**config.mk**
```make
export PLATFORM = sky130hd
export DESIGN_NAME = dec3_issue
export DESIGN_NICKNAME = d
export VERILOG_FILES = /design/src/rtl/dec3_pkg.sv /design/src/rtl/dec3_classify.sv /design/src/rtl/dec3_mc_fsm.sv /design/src/rtl/dec3_slot_pick.sv /design/src/rtl/dec3_issue.sv
export SDC_FILE = /design/constraint.sdc
export NUM_CORES = 1
export LEC_CHECK = 0
export ABC_AREA = 1
export BUFFER_PORTS_ARGS = -buffer_cell sky130_fd_sc_hd__buf_2
export CELL_PAD_IN_SITES_DETAIL_PLACEMENT = 0
export CELL_PAD_IN_SITES_GLOBAL_PLACEMENT = 1
export CORE_ASPECT_RATIO = 0.7
export CORE_MARGIN = 1
export CORE_UTILIZATION = 30
export CTS_BUF_LIST = sky130_fd_sc_hd__clkbuf_8
export DETAILED_ROUTE_END_ITERATION = 10
export PLACE_DENSITY = 0.79
export SYNTH_ARGS = -nofsm -noshare
export SYNTH_HDL_FRONTEND = slang
export SYNTH_SLANG_ARGS = --single-unit
```
**constraint.sdc**
```tcl
create_clock -name clk -period 2 [get_ports clk]
set_input_delay 0.4 -clock clk [delete_from_list [all_inputs] [get_ports clk]]
set_output_delay 0.4 -clock clk [all_outputs]
set_load 0.01 [all_outputs]
```
**src/rtl/dec3_pkg.sv**
```systemverilog
package dec3_pkg;
    localparam int NSLOT = 3;

    typedef enum logic [0:0] {
        ST_DECODE = 1'b0,
        ST_MCODE  = 1'b1
    } dec_state_e;

    typedef struct packed {
        logic valid;
        logic simple;
        logic longop;
    } ent_class_t;
endpackage

```
**src/rtl/dec3_classify.sv**
```systemverilog
module dec3_classify
    import dec3_pkg::*;
#(
    parameter int UW       = 3,
    parameter int FAST_MAX = 4
) (
    input  logic          vld,
    input  logic [UW-1:0] uops,
    input  logic          mcode,
    output ent_class_t    cls
);
    localparam logic [UW-1:0] ONE_UOP = UW'(1);
    localparam logic [UW:0]   FAST_LIM = (UW+1)'(FAST_MAX);

    always_comb begin
        cls.valid  = vld;
        cls.simple = vld && (uops == ONE_UOP) && !mcode;
        cls.longop = vld && (mcode || ({1'b0, uops} > FAST_LIM));
    end
endmodule

```
**src/rtl/dec3_mc_fsm.sv**
```systemverilog
module dec3_mc_fsm
    import dec3_pkg::*;
#(
    parameter int MC_CYC = 4
) (
    input  logic clk,
    input  logic rst,
    input  logic start,
    output logic busy
);
    localparam int CW = (MC_CYC > 2) ? $clog2(MC_CYC) : 1;

    generate
        if (MC_CYC > 1) begin : g_stall
            localparam logic [CW-1:0] LOAD_VAL = CW'(MC_CYC - 2);
            dec_state_e    state_q, state_d;
            logic [CW-1:0] cnt_q, cnt_d;

            always_ff @(posedge clk) begin
                if (rst) begin
                    state_q <= ST_DECODE;
                    cnt_q   <= '0;
                end else begin
                    state_q <= state_d;
                    cnt_q   <= cnt_d;
                end
            end

            always_comb begin
                state_d = state_q;
                cnt_d   = cnt_q;
                unique case (state_q)
                    ST_DECODE: begin
                        if (start) begin
                            state_d = ST_MCODE;
                            cnt_d   = LOAD_VAL;
                        end
                    end
                    ST_MCODE: begin
                        if (cnt_q == '0) state_d = ST_DECODE;
                        else             cnt_d   = cnt_q - 1'b1;
                    end
                    default: state_d = ST_DECODE;
                endcase
            end

            always_comb begin
                unique case (state_q)
                    ST_DECODE: busy = 1'b0;
                    ST_MCODE:  busy = 1'b1;
                    default:   busy = 1'b0;
                endcase
            end
        end else begin : g_nostall
            logic unused_in;
            assign unused_in = clk ^ rst ^ start;
            assign busy      = 1'b0;
        end
    endgenerate
endmodule

```
**src/rtl/dec3_slot_pick.sv**
```systemverilog
module dec3_slot_pick
    import dec3_pkg::*;
(
    input  ent_class_t             cls [NSLOT],
    input  logic                   busy,
    output logic [NSLOT-1:0]       slot_vld,
    output logic [1:0]             take_cnt,
    output logic                   start_mc
);
    logic go0, go1, go2;

    always_comb begin
        go0 = !busy && cls[0].valid;
        go1 = go0 && !cls[0].longop && cls[1].simple;
        go2 = go1 && cls[2].simple;
        slot_vld = {go2, go1, go0};
        start_mc = go0 && cls[0].longop;
        if (go2)      take_cnt = 2'd3;
        else if (go1) take_cnt = 2'd2;
        else if (go0) take_cnt = 2'd1;
        else          take_cnt = 2'd0;
    end
endmodule

```
**src/rtl/dec3_issue.sv**
```systemverilog
module dec3_issue
    import dec3_pkg::*;
#(
    parameter int UW       = 3,
    parameter int FAST_MAX = 4,
    parameter int MC_CYC   = 4,
    parameter int SEQ_W    = 8
) (
    input  logic                        clk,
    input  logic                        rst,
    input  logic [NSLOT-1:0]            win_vld,
    input  logic [NSLOT-1:0][UW-1:0]    win_uops,
    input  logic [NSLOT-1:0]            win_mcode,
    output logic [NSLOT-1:0]            slot_vld,
    output logic [NSLOT-1:0][SEQ_W-1:0] slot_seq,
    output logic [1:0]                  take_cnt,
    output logic                        mc_busy
);
    ent_class_t       cls [NSLOT];
    logic             start_mc;
    logic [SEQ_W-1:0] seq_base_q;

    for (genvar k = 0; k < NSLOT; k++) begin : g_ent
        dec3_classify #(.UW(UW), .FAST_MAX(FAST_MAX)) u_cls (
            .vld   (win_vld[k]),
            .uops  (win_uops[k]),
            .mcode (win_mcode[k]),
            .cls   (cls[k])
        );
        assign slot_seq[k] = seq_base_q + SEQ_W'(k);
    end

    dec3_slot_pick u_pick (
        .cls      (cls),
        .busy     (mc_busy),
        .slot_vld (slot_vld),
        .take_cnt (take_cnt),
        .start_mc (start_mc)
    );

    dec3_mc_fsm #(.MC_CYC(MC_CYC)) u_fsm (
        .clk   (clk),
        .rst   (rst),
        .start (start_mc),
        .busy  (mc_busy)
    );

    always_ff @(posedge clk) begin
        if (rst) seq_base_q <= '0;
        else     seq_base_q <= seq_base_q + SEQ_W'(take_cnt);
    end
endmodule

```
**After elaboration in Yosys (flattened, before gate mapping)**

Cells that the tools add are included.

- Flip-flop bits (word level): 11
- Bits in latches: 0
- RAM bits: 0
- ROM bits: 0
- Bits of input ports: 17
- Output and inout bits: 30
- Word-level logic and storage cells: 40
- Memories kept: 0

- Add/subtract/negate cells: 4
- Multipliers: 0
- Divide/modulo/power cells: 0
- Magnitude comparators: 1
- Equal/unequal tests: 4
- Shifts and indexed selects: 0
- Multiplexer cells: 10
- Bitwise operators: 1
- Reduce and logical (&&, ||, !) cells: 17

Operators by type and width:

| cell | count |
|---|---|
| $logic_and 1x1->1 | 10 |
| $add 8x1->8 const B | 1 |
| $add 8x2->8 | 1 |
| $add 8x2->8 const B | 1 |
| $mux 2 | 4 |
| $eq 3x1->1 const B | 2 |
| $logic_not 1->1 | 4 |
| $ne 2x2->1 const B | 2 |
| $pmux 1 s2 | 2 |
| $pmux 2 s2 | 1 |
| $gt 3x3->1 const B | 1 |
| $mux 1 | 3 |
| $logic_not 2->1 | 1 |
| $reduce_and 2->1 | 1 |
| $sub 2x1->2 const B | 1 |
| $logic_or 1x1->1 | 1 |
| $not 1->1 | 1 |

**Logic depth before layout (Yosys ltp)**

- Word-level depth: 9
- Mapped depth: 14
- Mapped depth without buffers: 14

**Modules after synthesis**

A second synthesis with hierarchy kept.

- Cell total of the unflattened synthesis: 153
- Area total of the unflattened synthesis: 965.9 µm²

Modules (own cells, without submodules):

| module | instances | cells each | area an instance (µm²) | seq. area each (µm²) |
|---|---|---|---|---|
| dec3_issue | 1 | 85 | 590.6 | 160.2 |
| dec3_mc_fsm | 1 | 21 | 146.4 | 60.1 |
| dec3_classify | 3 | 10 | 46.3 | 0.0 |
| dec3_slot_pick | 1 | 17 | 90.1 | 0.0 |

**Worst setup path after synthesis**

Ideal clock, no wire load.

- Path kind: input -> register
- Start point: input port win_uops[7] in the netlist's numbering
- End point: register seq_base_q[4]
- Setup time: 0.119 ns
- Arrival: 1.775 ns
- Data required time: 1.881 ns
- Setup slack: 0.106 ns
- Cell stages on the path: 12
- Buffers on the path: 0
- Cell sequence: nor3b_1 > nand2_1 > nand3_1 > nand2_1 > inv_1 > ha_1 > inv_1 > fa_1 > inv_1 > nand2_1 > o21ai_0 > a21oi_1

- Cells in the longest elaborated chain, start to end: 6

RTL lines:

| what | RTL line | RTL |
|---|---|---|
| from (decl) | dec3_issue.sv:12 | `input logic [NSLOT-1:0][UW-1:0] win_uops,` |
| $eq 3x1->1 | dec3_classify.sv:17 | `cls.simple = vld && (uops == ONE_UOP) && !mcode;` |
| $logic_and 1x1->1 (2 in a row) | dec3_classify.sv:17 |  |
| $logic_and 1x1->1 | dec3_slot_pick.sv:15 | `go2 = go1 && cls[2].simple;` |
| $mux 2 | dec3_slot_pick.sv:18 | `if (go2) take_cnt = 2'd3;` |
| net take_cnt[0] | dec3_issue.sv:16 | `output logic [1:0] take_cnt,` |
| $add 8x2->8 | dec3_issue.sv:50 | `else seq_base_q <= seq_base_q + SEQ_W'(take_cnt);` |
| to (signal assigned) | dec3_issue.sv:50 |  |
| to (decl) | dec3_issue.sv:21 | `logic [SEQ_W-1:0] seq_base_q;` |

The timed path passes the listed nets, and every way through them passes these cells.
A chain may end at the register's enable or synchronous reset.

==> impl_metrics.toml <==
[power]
p_sw_share_pct = 27.5
pwr-share-seq_pct = 40.4
power_density_mw_per_mm2 = 499
power.share.clock_pct = 38.1
leakage_nw = 0.671
p_int_mw = 0.420
combPwrFrac_pct = 21.4
p_switching_mw = 0.159
ir_drop_v = 0.000391
power_mw = 0.579

[floorplanning]
io-pin-count = 47
fp.dieW_um = 65.4
dieHeight_um = 46.4
rows = 15
initial_core_util_pct = 33.0
core_mm2 = 0.00255
die_area_mm2 = 0.00303

[sta]
slew-limit-headroom_pct = 78.8
fin_crit_sh_pct = 92.6
clock.fmax_ghz = 0.540
final_hold_viol_count = 0
finalCriticalPeriod_ns = 1.85
fin_worst_skew_ns = 0.00202
worst_slew_pin_slew_ns = 0.317
grt_setup_unrepaired = "no"
slew_violations = 0
setup_violations = 0

[clocking]
cts_tree = "yes"
cts_hold_buf = 0
cts_num_sinks = 11
path_clk_slew_ns = 0.05
postCtsSetupRepairBufs = 0
numCtsBuffers = 3
clock_path_buffers = 2
htreeDepth = 1
clock_latency_ns = 0.24
cts_root_buf = "clkbuf_8"
cts_resized = 0

[critical_path]
start_kind = "flop"
rrSetupSlack_ns = 0.20
timing.rr.start = "u_fsm.g_stall.state_q"
end_kind = "output pin"
timing.setup.critical_path_class = "flop to output pin"
path_max_fanout = 4
cp-startpoint = "seq_base_q[2]"
crit_required_ns = 1.60
cp.arrival_ns = 1.45

[final_layout]
fin_nets = 200
drive_gt1_share_pct = 35.2
areaGrowthSynthToFinish_pct = 37.7
design_area_mm2 = 0.00116
n_antenna_cell = 0

[global_routing]
grt_max_degree = 9
grt_pass1_wl_um = 3020
grt_usage_pct = 13.6
grt_pass1_vias = 706
grt_remaining_overflow = 0
grt_antenna_before_repair = 0

[yosys]
ys_ff_latch = 11
synthesis.nets = 149
synth_seq_area_share_pct = 26.1
avgSynthCellArea_um2 = 6.69
synth.distinct_cells = 19
yosys_warnings = 0
synthesis.area_um2 = 843
ys_top_cells_by_area = "dfxtp_1, inv_1, nand2_1"
synth_cells = 126
yosys.area.top_type = "dfxtp_1"
synth.top_cell.area_share_pct = 26.1

[detailed_routing]
drc = 0
first_iter_violations = 17
vias = 892
wirelength_um = 1940
viasPerCell = 4.25
wire_per_inst_um = 9.25
ant_nets = 0
dr.pass1.iters = 6

[place]
dp_hpwl_um = 1630
io_buffers = 46
gp_congestion = 0.739
place_area_mm2 = 0.00112

[status]
status = "completed"

[min_path]
min_path_type = "input pin to flop"
min_from = "rst"

[run]
maxCapViolCount = 0
[kinds of logic (layout without fill, tap and decap cells)]
logic type	Yosys count	count (layout)	share of synthesized area, %
AOI/OAI and AO/OA	14	14	8.75
xor gates and xnor gates	9	9	10.2
adders and majority gates	6	6	9.79
buffers and inverters	33	83	16.9
DFF	11	11	26.1
and+or+nand+nor	53	53	28.2
[synthesized netlist by cell type (all sizes together)]
library cell	count
nand3	5
a21oi	7
inv	28
dfxtp	11
buf	5
nand3b	1
nor3b	1
ha	5
fa	1
nor2	17
o21ai	7
nand2	29
xor2	9
[worst max-delay path: stages (launching register included)]
cell and delay, ns:
dfxtp_1 0.33, ha_1 0.25, inv_1 0.10, nor2_4 0.12, xor2_2 0.16, nand2_2 0.06, o21ai_2 0.05, buf_2 0.13
[flip-flops by register name (all words and copies together), names as in the netlist]
| signal | cells |
|---|---|
| seq_base_q | 8 |
| u_fsm.g_stall.cnt_q | 2 |
| u_fsm.g_stall.state_q | 1 |
[cells in the final DEF, fill, tap and decap left out, drive strengths merged]
cell type  Yosys  final
ha             5      5
dfxtp         11     11
buf            5     51
xor2           9      9
o21ai          7      7
nor3b          1      1
nor2          17     17
fa             1      1
clkbuf         0      3
nand3          5      5
inv           28     29
nand3b         1      1
nand2         29     29
a21oi          7      7
[power by group through the flow]
stage | registers, mW | logic [mW] | clock network, mW
2_1_floorplan | 0.248 | 0.0632 | 0
3_3_place_gp | 0.238 | 0.124 | 0
3_5_place_dp | 0.239 | 0.127 | 0
4_1_cts | 0.234 | 0.127 | 0.228
5_1_grt | 0.235 | 0.143 | 0.237
6_report | 0.234 | 0.124 | 0.221
[stage by stage]
stage / hold slack [ns] / std cells / utilization (%) / worst slack [ns] / TNS (ns)
2_1_floorplan: 0.426 / 126 / - / 0.106 / 0
3_3_place_gp: 0.438 / 206 / 43.7 / -0.0115 / -0.0115
3_5_place_dp: 0.445 / 206 / 43.7 / -0.0396 / -0.0708
4_1_cts: 0.363 / 210 / 45.5 / 0.132 / 0
5_1_grt: 0.372 / 210 / 45.5 / 0.00774 / 0
6_report: 0.372 / 210 / 45.5 / 0.147 / 0
[area by class of cell]
cell class	instances	area (µm²)
inverters	28	105
repair buffers	51	268
clock inverters	1	3.75
well taps	34	42.5
fillers	278	1390
clock buffers	3	41.3
multi-input cells	82	480
flip-flops and latches	11	220
[worst paths after layout]
check	to	cells past startpoint
worst max-delay path	slot_seq[13]	7
worst min-delay path	seq_base_q[1]	2
worst max register to register	seq_base_q[6]	13
worst min register to register	u_fsm.g_stall.cnt_q[0]	1
[metal layers]
layer	GRT usage [%]	part of all wire [%]
met1	16.4	46
met2	23.5	48
met3	5.20	5.1
met4	2.61	0.21
met5	0	0
No activity file was read; power rests on OpenSTA's default activity.
